### src/rtl/fpair_pkg.sv
// Shared types for the fused pair sequencer.
package fpair_pkg;
    typedef enum logic [1:0] {
        ST_IDLE  = 2'd0,
        ST_ISSUE = 2'd1,
        ST_DRAIN = 2'd2,
        ST_FLUSH = 2'd3
    } seq_state_t;
endpackage

### src/rtl/fpair_walker.sv
// Flat pair walker: one inner counter (0..last_k, wrapping) and a primary
// index that steps whenever the inner counter wraps. The partner index is the
// inner count bumped by one once it reaches the primary index.
// Assumes last_k = N-2 is stable for the whole run and N >= 2.
module fpair_walker #(
    parameter int IDX_W = 8
) (
    input  logic             clk,
    input  logic             rst_n,
    input  logic             load,
    input  logic             step,
    input  logic [IDX_W-1:0] last_k,
    output logic [IDX_W-1:0] j1,
    output logic [IDX_W-1:0] j2,
    output logic             k_first,
    output logic             k_wrap,
    output logic             fwd,
    output logic             final_it
);
    logic [IDX_W-1:0] k_q;
    logic [IDX_W-1:0] j1_q;

    // Advance inner count and primary index on each step.
    always_ff @(posedge clk) begin
        if (!rst_n || load) begin
            k_q  <= '0;
            j1_q <= '0;
        end else if (step) begin
            if (k_q == last_k) begin
                k_q  <= '0;
                j1_q <= j1_q + 1'b1;
            end else begin
                k_q <= k_q + 1'b1;
            end
        end
    end

    // Derive partner index and position flags.
    always_comb begin
        j1       = j1_q;
        j2       = (k_q >= j1_q) ? k_q + 1'b1 : k_q;
        k_first  = (k_q == '0);
        k_wrap   = (k_q == last_k);
        fwd      = (j1 < j2);
        final_it = k_wrap && (j1_q == last_k + 1'b1);
    end
endmodule

### src/rtl/fpair_accum.sv
// Per-particle and energy accumulation. Contributions are sign-extended to
// ACC_W. The particle sum restarts on k_first and is presented after k_wrap;
// energy adds only forward, in-cutoff pairs. Assumes ACC_W > DATA_W.
module fpair_accum #(
    parameter int IDX_W  = 8,
    parameter int DATA_W = 32,
    parameter int ACC_W  = 40
) (
    input  logic                     clk,
    input  logic                     rst_n,
    input  logic                     clear,
    input  logic                     in_valid,
    input  logic signed [DATA_W-1:0] in_force,
    input  logic signed [DATA_W-1:0] in_energy,
    input  logic                     in_cut,
    input  logic                     k_first,
    input  logic                     k_wrap,
    input  logic                     fwd,
    input  logic [IDX_W-1:0]         j1,
    input  logic                     finish,
    output logic                     part_valid,
    output logic [IDX_W-1:0]         part_idx,
    output logic signed [ACC_W-1:0]  part_sum,
    output logic                     energy_valid,
    output logic signed [ACC_W-1:0]  energy_sum
);
    localparam int EXT_W = ACC_W - DATA_W;

    logic signed [ACC_W-1:0] force_ext;
    logic signed [ACC_W-1:0] energy_ext;
    logic signed [ACC_W-1:0] run_q;
    logic signed [ACC_W-1:0] run_next;

    // Sign-extend inputs and form the next running particle sum.
    always_comb begin
        force_ext  = {{EXT_W{in_force[DATA_W-1]}}, in_force};
        energy_ext = {{EXT_W{in_energy[DATA_W-1]}}, in_energy};
        run_next   = (k_first ? '0 : run_q) + force_ext;
    end

    // Running particle sum and its one-cycle presentation.
    always_ff @(posedge clk) begin
        if (!rst_n) begin
            run_q      <= '0;
            part_valid <= 1'b0;
            part_idx   <= '0;
            part_sum   <= '0;
        end else begin
            part_valid <= 1'b0;
            if (in_valid) begin
                run_q <= run_next;
                if (k_wrap) begin
                    part_valid <= 1'b1;
                    part_idx   <= j1;
                    part_sum   <= run_next;
                end
            end
        end
    end

    // Energy total: cleared at start, finalized by finish.
    always_ff @(posedge clk) begin
        if (!rst_n) begin
            energy_sum   <= '0;
            energy_valid <= 1'b0;
        end else begin
            energy_valid <= finish;
            if (clear) begin
                energy_sum <= '0;
            end else if (in_valid && fwd && in_cut) begin
                energy_sum <= energy_sum + energy_ext;
            end
        end
    end
endmodule

### src/rtl/pair_loop_fuser.sv
// Top: issues N*(N-1) index pairs under a valid/ready handshake and tracks
// the in-order returned contributions with a second walker. Assumes the
// return stream carries exactly one result per accepted pair, never ahead
// of issue, and always accepts it.
module pair_loop_fuser
    import fpair_pkg::*;
#(
    parameter int IDX_W  = 8,
    parameter int DATA_W = 32,
    parameter int ACC_W  = 40
) (
    input  logic                     clk,
    input  logic                     rst_n,
    input  logic                     start,
    input  logic [IDX_W-1:0]         n_count,
    input  logic                     pair_ready,
    input  logic                     res_in_valid,
    input  logic signed [DATA_W-1:0] res_in_force,
    input  logic signed [DATA_W-1:0] res_in_energy,
    input  logic                     res_in_cut,
    output logic                     pair_valid,
    output logic [IDX_W-1:0]         pair_j1,
    output logic [IDX_W-1:0]         pair_j2,
    output logic                     part_valid,
    output logic [IDX_W-1:0]         part_idx,
    output logic signed [ACC_W-1:0]  part_sum,
    output logic                     energy_valid,
    output logic signed [ACC_W-1:0]  energy_sum,
    output logic                     done,
    output logic                     busy
);
    seq_state_t       state_q;
    logic [IDX_W-1:0] last_k_q;
    logic             start_go, start_empty;
    logic             iss_step, trk_step, trk_last;
    logic             iss_first, iss_wrap, iss_fwd, iss_final;
    logic [IDX_W-1:0] trk_j1, trk_j2;
    logic             trk_first, trk_wrap, trk_fwd, trk_final;
    logic             unused_walker_bits;

    // Start decode and handshake steps.
    always_comb begin
        start_go    = start && (state_q == ST_IDLE) && (n_count >= IDX_W'(2));
        start_empty = start && (state_q == ST_IDLE) && (n_count <  IDX_W'(2));
        pair_valid  = (state_q == ST_ISSUE);
        iss_step    = pair_valid && pair_ready;
        trk_step    = res_in_valid && ((state_q == ST_ISSUE) || (state_q == ST_DRAIN));
        trk_last    = trk_step && trk_final;
        busy        = (state_q != ST_IDLE);
    end

    assign unused_walker_bits = &{1'b0, iss_first, iss_wrap, iss_fwd, trk_j2};

    // Capture N-2 at an accepted start.
    always_ff @(posedge clk) begin
        if (!rst_n) begin
            last_k_q <= '0;
        end else if (start_go) begin
            last_k_q <= n_count - IDX_W'(2);
        end
    end

    // Run control: issue, drain outstanding results, flush energy.
    always_ff @(posedge clk) begin
        if (!rst_n) begin
            state_q <= ST_IDLE;
        end else begin
            unique case (state_q)
                ST_IDLE: begin
                    if (start_go)         state_q <= ST_ISSUE;
                    else if (start_empty) state_q <= ST_FLUSH;
                end
                ST_ISSUE: begin
                    if (trk_last)                    state_q <= ST_FLUSH;
                    else if (iss_step && iss_final)  state_q <= ST_DRAIN;
                end
                ST_DRAIN: begin
                    if (trk_last) state_q <= ST_FLUSH;
                end
                default: state_q <= ST_IDLE;
            endcase
        end
    end

    // Done pulse one cycle after the energy result.
    always_ff @(posedge clk) begin
        if (!rst_n) done <= 1'b0;
        else        done <= (state_q == ST_FLUSH);
    end

    fpair_walker #(.IDX_W(IDX_W)) u_issue (
        .clk(clk), .rst_n(rst_n), .load(start_go), .step(iss_step),
        .last_k(last_k_q), .j1(pair_j1), .j2(pair_j2),
        .k_first(iss_first), .k_wrap(iss_wrap), .fwd(iss_fwd),
        .final_it(iss_final)
    );

    fpair_walker #(.IDX_W(IDX_W)) u_track (
        .clk(clk), .rst_n(rst_n), .load(start_go), .step(trk_step),
        .last_k(last_k_q), .j1(trk_j1), .j2(trk_j2),
        .k_first(trk_first), .k_wrap(trk_wrap), .fwd(trk_fwd),
        .final_it(trk_final)
    );

    fpair_accum #(.IDX_W(IDX_W), .DATA_W(DATA_W), .ACC_W(ACC_W)) u_acc (
        .clk(clk), .rst_n(rst_n), .clear(start_go || start_empty),
        .in_valid(trk_step), .in_force(res_in_force),
        .in_energy(res_in_energy), .in_cut(res_in_cut),
        .k_first(trk_first), .k_wrap(trk_wrap), .fwd(trk_fwd), .j1(trk_j1),
        .finish(trk_last || start_empty),
        .part_valid(part_valid), .part_idx(part_idx), .part_sum(part_sum),
        .energy_valid(energy_valid), .energy_sum(energy_sum)
    );
endmodule

### config.mk
export PLATFORM = sky130hd
export DESIGN_NAME = pair_loop_fuser
export DESIGN_NICKNAME = d
export VERILOG_FILES = /design/src/rtl/fpair_pkg.sv /design/src/rtl/fpair_walker.sv /design/src/rtl/fpair_accum.sv /design/src/rtl/pair_loop_fuser.sv
export SDC_FILE = /design/constraint.sdc
export NUM_CORES = 1
export LEC_CHECK = 0
export ABC_AREA = 0
export BUFFER_PORTS_ARGS = -buffer_cell sky130_fd_sc_hd__buf_2
export CORE_MARGIN = 10
export CORE_UTILIZATION = 55
export DETAILED_ROUTE_END_ITERATION = 16
export HOLD_SLACK_MARGIN = 0.03
export PLACE_DENSITY = 0.78
export SLEW_MARGIN = 20
export SYNTH_ARGS = -nofsm -noshare
export SYNTH_HDL_FRONTEND = slang
export SYNTH_SLANG_ARGS = --single-unit
export TNS_END_PERCENT = 1
### constraint.sdc
create_clock -name clk -period 7.6 [get_ports clk]
set_clock_uncertainty 0.15 [all_clocks]
set_input_delay 0.76 -clock clk [delete_from_list [all_inputs] [get_ports clk]]
set_output_delay 0.76 -clock clk [all_outputs]
set_load 0.005 [all_outputs]
==> impl_metrics.py <==
metrics = {
    "run_status": {
        "status": "complete, no violations",
    },
    "logic_synthesis": {
        "synth_seq_cells": 173,
        "synthArstFlopShare_pct": 0,
        "syn_avg_cell_area_um2": 7.78,
        "synthCells": 1569,
        "yosys_most_used_dff": "dfxtp_1",
        "syn_nets": 1761,
        "yosysTopAreaCell": "dfxtp_1",
        "syn_area_mm2": 0.0122,
        "yosys_warnings": 0,
        "synth_edf_count": 0,
        "synth_top_area_share_pct": 28.4,
        "ys_types": 80,
        "ys_seq_area_share_pct": 28.4,
        "synth_area_leaders": "dfxtp_1, ha_1, a21oi_1, nand2_1, xnor2_1",
    },
    "cells_and_area": {
        "most-common-layout-cells": "nand2_1, buf_2, dfxtp_1",
        "final_nets": 1899,
        "stdcell_area_mm2": 0.0139,
        "final-instance-count-excl-fill": 2001,
        "drive_above_1_share_pct": 15.3,
        "area_growth_pct": 13.7,
        "final_common_cell": "nand2_1",
        "fillers": 2003,
    },
    "routing": {
        "finalWirelength_um": 33200,
        "avgViaCountPerCell": 5.86,
        "drt_first_pass_iters": 5,
        "first_iter_violations": 784,
        "num_vias": 11700,
        "drc": 0,
        "wire_per_inst_um": 16.6,
        "ant_nets": 0,
    },
    "cts": {
        "clk_path_buf_depth": 2,
        "cts_resized": 0,
        "cts_max_level": 4,
        "cts_tree": "built",
        "cts.sinks": 173,
        "postCtsHoldBufs": 0,
        "cts_setup_buffers": 0,
        "clk-insertion-delay-late_ns": 0.43,
        "cts_root_buf": "clkbuf_16",
        "clk_pin_slew_ns": 0.06,
        "cts_buffers": 17,
    },
    "worst_setup_path": {
        "arrival_ns": 5.15,
        "startpoint_type": "flip-flop",
        "path_class": "reg2reg",
        "critPathCaptureType": "flip-flop",
        "critical_path.max_fanout": 33,
        "worstReg2RegStart": "u_track.j1[4]",
        "crit_slowest_cell": "dfxtp_1",
        "crit_chain": "inv_1, ha_1, a21o_1, a21o_1, a21oi_1, o21ai_1, a21oi_2, nor2_1, xnor2_1, ha_1, nand3_1, nor2_1, a221oi_1, o21ai_0, nor3_1, mux2i_1, nand2_1, buf_4, nand2_1, o32ai_1",
        "startpoint": "u_track.j1[4]",
        "worstPathRequired_ns": 7.77,
        "cpPeakStageDelay_ns": 0.48,
        "r2r_cells": 20,
    },
    "place": {
        "dp.cells": 1968,
        "io_buffers": 186,
        "dp_hpwl_um": 24400,
        "globalplace.congestion": 0.946,
        "placed_cell_area_mm2": 0.0133,
    },
    "power": {
        "leakagePower_nw": 6.24,
        "ir_drop_mv": 0.148,
        "power.density_mw_per_mm2": 210,
    },
    "global_routing": {
        "antenna_found_initial": 1,
        "grt_usage_pct": 22.4,
        "grt_overflow": 0,
        "grt_pass1_vias": 11200,
        "grt_max_degree": 67,
        "grt_pass1_wl_um": 54800,
    },
    "job": {
        "cap_violations": 0,
    },
    "sta": {
        "rsz0062_at_grt": "no",
        "holdWs_ns": 0.300,
        "hold_viol": 0,
        "drv_slew": 0,
        "fin_crit_sh_pct": 65.4,
        "max_freq_ghz": 0.201,
        "slew_headroom_pct": 46.7,
        "min_period_ns": 4.97,
        "worst_slew_pin_slew_ns": 0.793,
        "setup_violations": 0,
        "fin_setup_tns_ns": 0,
    },
    "die": {
        "dieWidth_um": 169,
        "core_mm2": 0.0218,
        "num_rows": 54,
        "initial_core_util_pct": 55.9,
        "die_h_um": 169,
        "ios": 187,
        "die-area_mm2": 0.0285,
    },
    "worst_hold_path": {
        "hold_path_startpoint": "u_acc.part_idx[4]",
        "hold_depth": 2,
        "hold_class": "reg2reg",
    },
}
registers in the layout, indices dropped and copies added (netlist names):
| signal | flops |
|---|---|
| done | 1 |
| u_track.k_q | 8 |
| u_acc.part_idx | 8 |
| state_q | 2 |
| u_issue.k_q | 8 |
| u_acc.run_q | 40 |
| u_acc.part_sum | 40 |
| u_acc.energy_sum | 40 |
| u_track.j1 | 8 |
| u_issue.j1 | 8 |
| u_acc.energy_valid | 1 |
| u_acc.part_valid | 1 |
| last_k_q | 8 |
critical path, delay by kind of cell (launching register included):
kind                       cells  cell delay [ns]
DFF                            1             0.48
AOI/OAI and AO/OA              8             1.78
adders and majority gates      2             0.61
muxes                          1             0.21
buffers and inverters          2             0.50
and+or+nand+nor                6             0.92
xor gates and xnor gates       1             0.21
cell usage after synthesis (5+ instances only):
cell,count
buf_2,9
nand3_1,66
or3_1,15
nor2b_1,9
or3b_2,6
and2_1,59
o21ai_0,82
xnor2_1,80
o221ai_1,5
buf_1,8
ha_1,112
xor2_1,42
nor2_1,124
o211ai_1,7
nand2b_1,11
clkbuf_1,60
o21a_1,7
a211oi_1,21
a21oi_1,158
or2_2,5
nand3b_1,6
o311ai_0,5
inv_1,47
a21o_1,53
nand4_1,25
a211o_1,6
a31oi_1,13
nor3_1,24
and4_1,7
nor4_1,7
o21bai_1,17
o21ai_1,7
nand2_1,193
and3_1,20
mux2i_1,6
dfxtp_1,173
stage by stage:
stage | power (mW) | worst slack [ns] | util, %
after floorplan | 1.75 | 3.62 | -
after global placement | 1.98 | 2.80 | 60.8
after detailed placement | 2.01 | 2.65 | 60.8
after CTS | 2.92 | 2.62 | 63.5
after global routing | 3.08 | 2.15 | 63.5
final | 2.91 | 2.63 | 63.5
where the power goes:
| part | total (mW) | internal (mW) | switching (mW) |
|---|---|---|---|
| logic | 0.888 | 0.341 | 0.547 |
| registers | 1.11 | 1.02 | 0.0917 |
| clock network | 0.911 | 0.510 | 0.401 |
| total | 2.91 | 1.87 | 1.04 |
logic make-up (layout without fill, tap and decap cells):
family                   after synthesis  after routing  share of synthesized area (%)
adder cells (fa/ha/maj)              114            114                           11.8
AO/OA/AOI/OAI                        437            437                           23.0
AND/OR/NAND/NOR                      591            591                           23.5
buffers and inverters                125            276                           3.95
XOR/XNOR                             122            122                           8.76
other                                  0              1                              0
flip-flops                           173            173                           28.4
multiplexers                           7              7                          0.585
final timing paths:
path | end | slack [ns]
max reg2reg | u_acc.energy_sum[38] | 2.63
min reg2reg | u_acc.part_idx[4] | 0.30
min | u_acc.part_idx[4] | 0.30
max | u_acc.energy_sum[38] | 2.63
cell type report:
cell class | count | area (um2) | share of cell area [%]
Timing Repair Buffer | 197 | 1010 | 7.31
Antenna cell | 1 | 2.50 | 0.0180
Inverter | 47 | 176 | 1.27
Sequential cell | 173 | 3460 | 25.0
Multi-Input combinational cell | 1271 | 8260 | 59.6
Clock inverter | 13 | 149 | 1.07
Clock buffer | 19 | 453 | 3.27
Tap cell | 280 | 350 | 2.53
routing by layer:
| metal | part of all wire, % | up-vias | global-route usage, % |
|---|---|---|---|
| li1 | - | 5876 | - |
| met2 | 48 | 290 | 37.7 |
| met5 | 0 | - | 0 |
| met4 | 1.6 | 0 | 6.81 |
| met1 | 46 | 5517 | 28.6 |
| met3 | 5.1 | 42 | 3.96 |
Power figures use the tool's default switching activity.
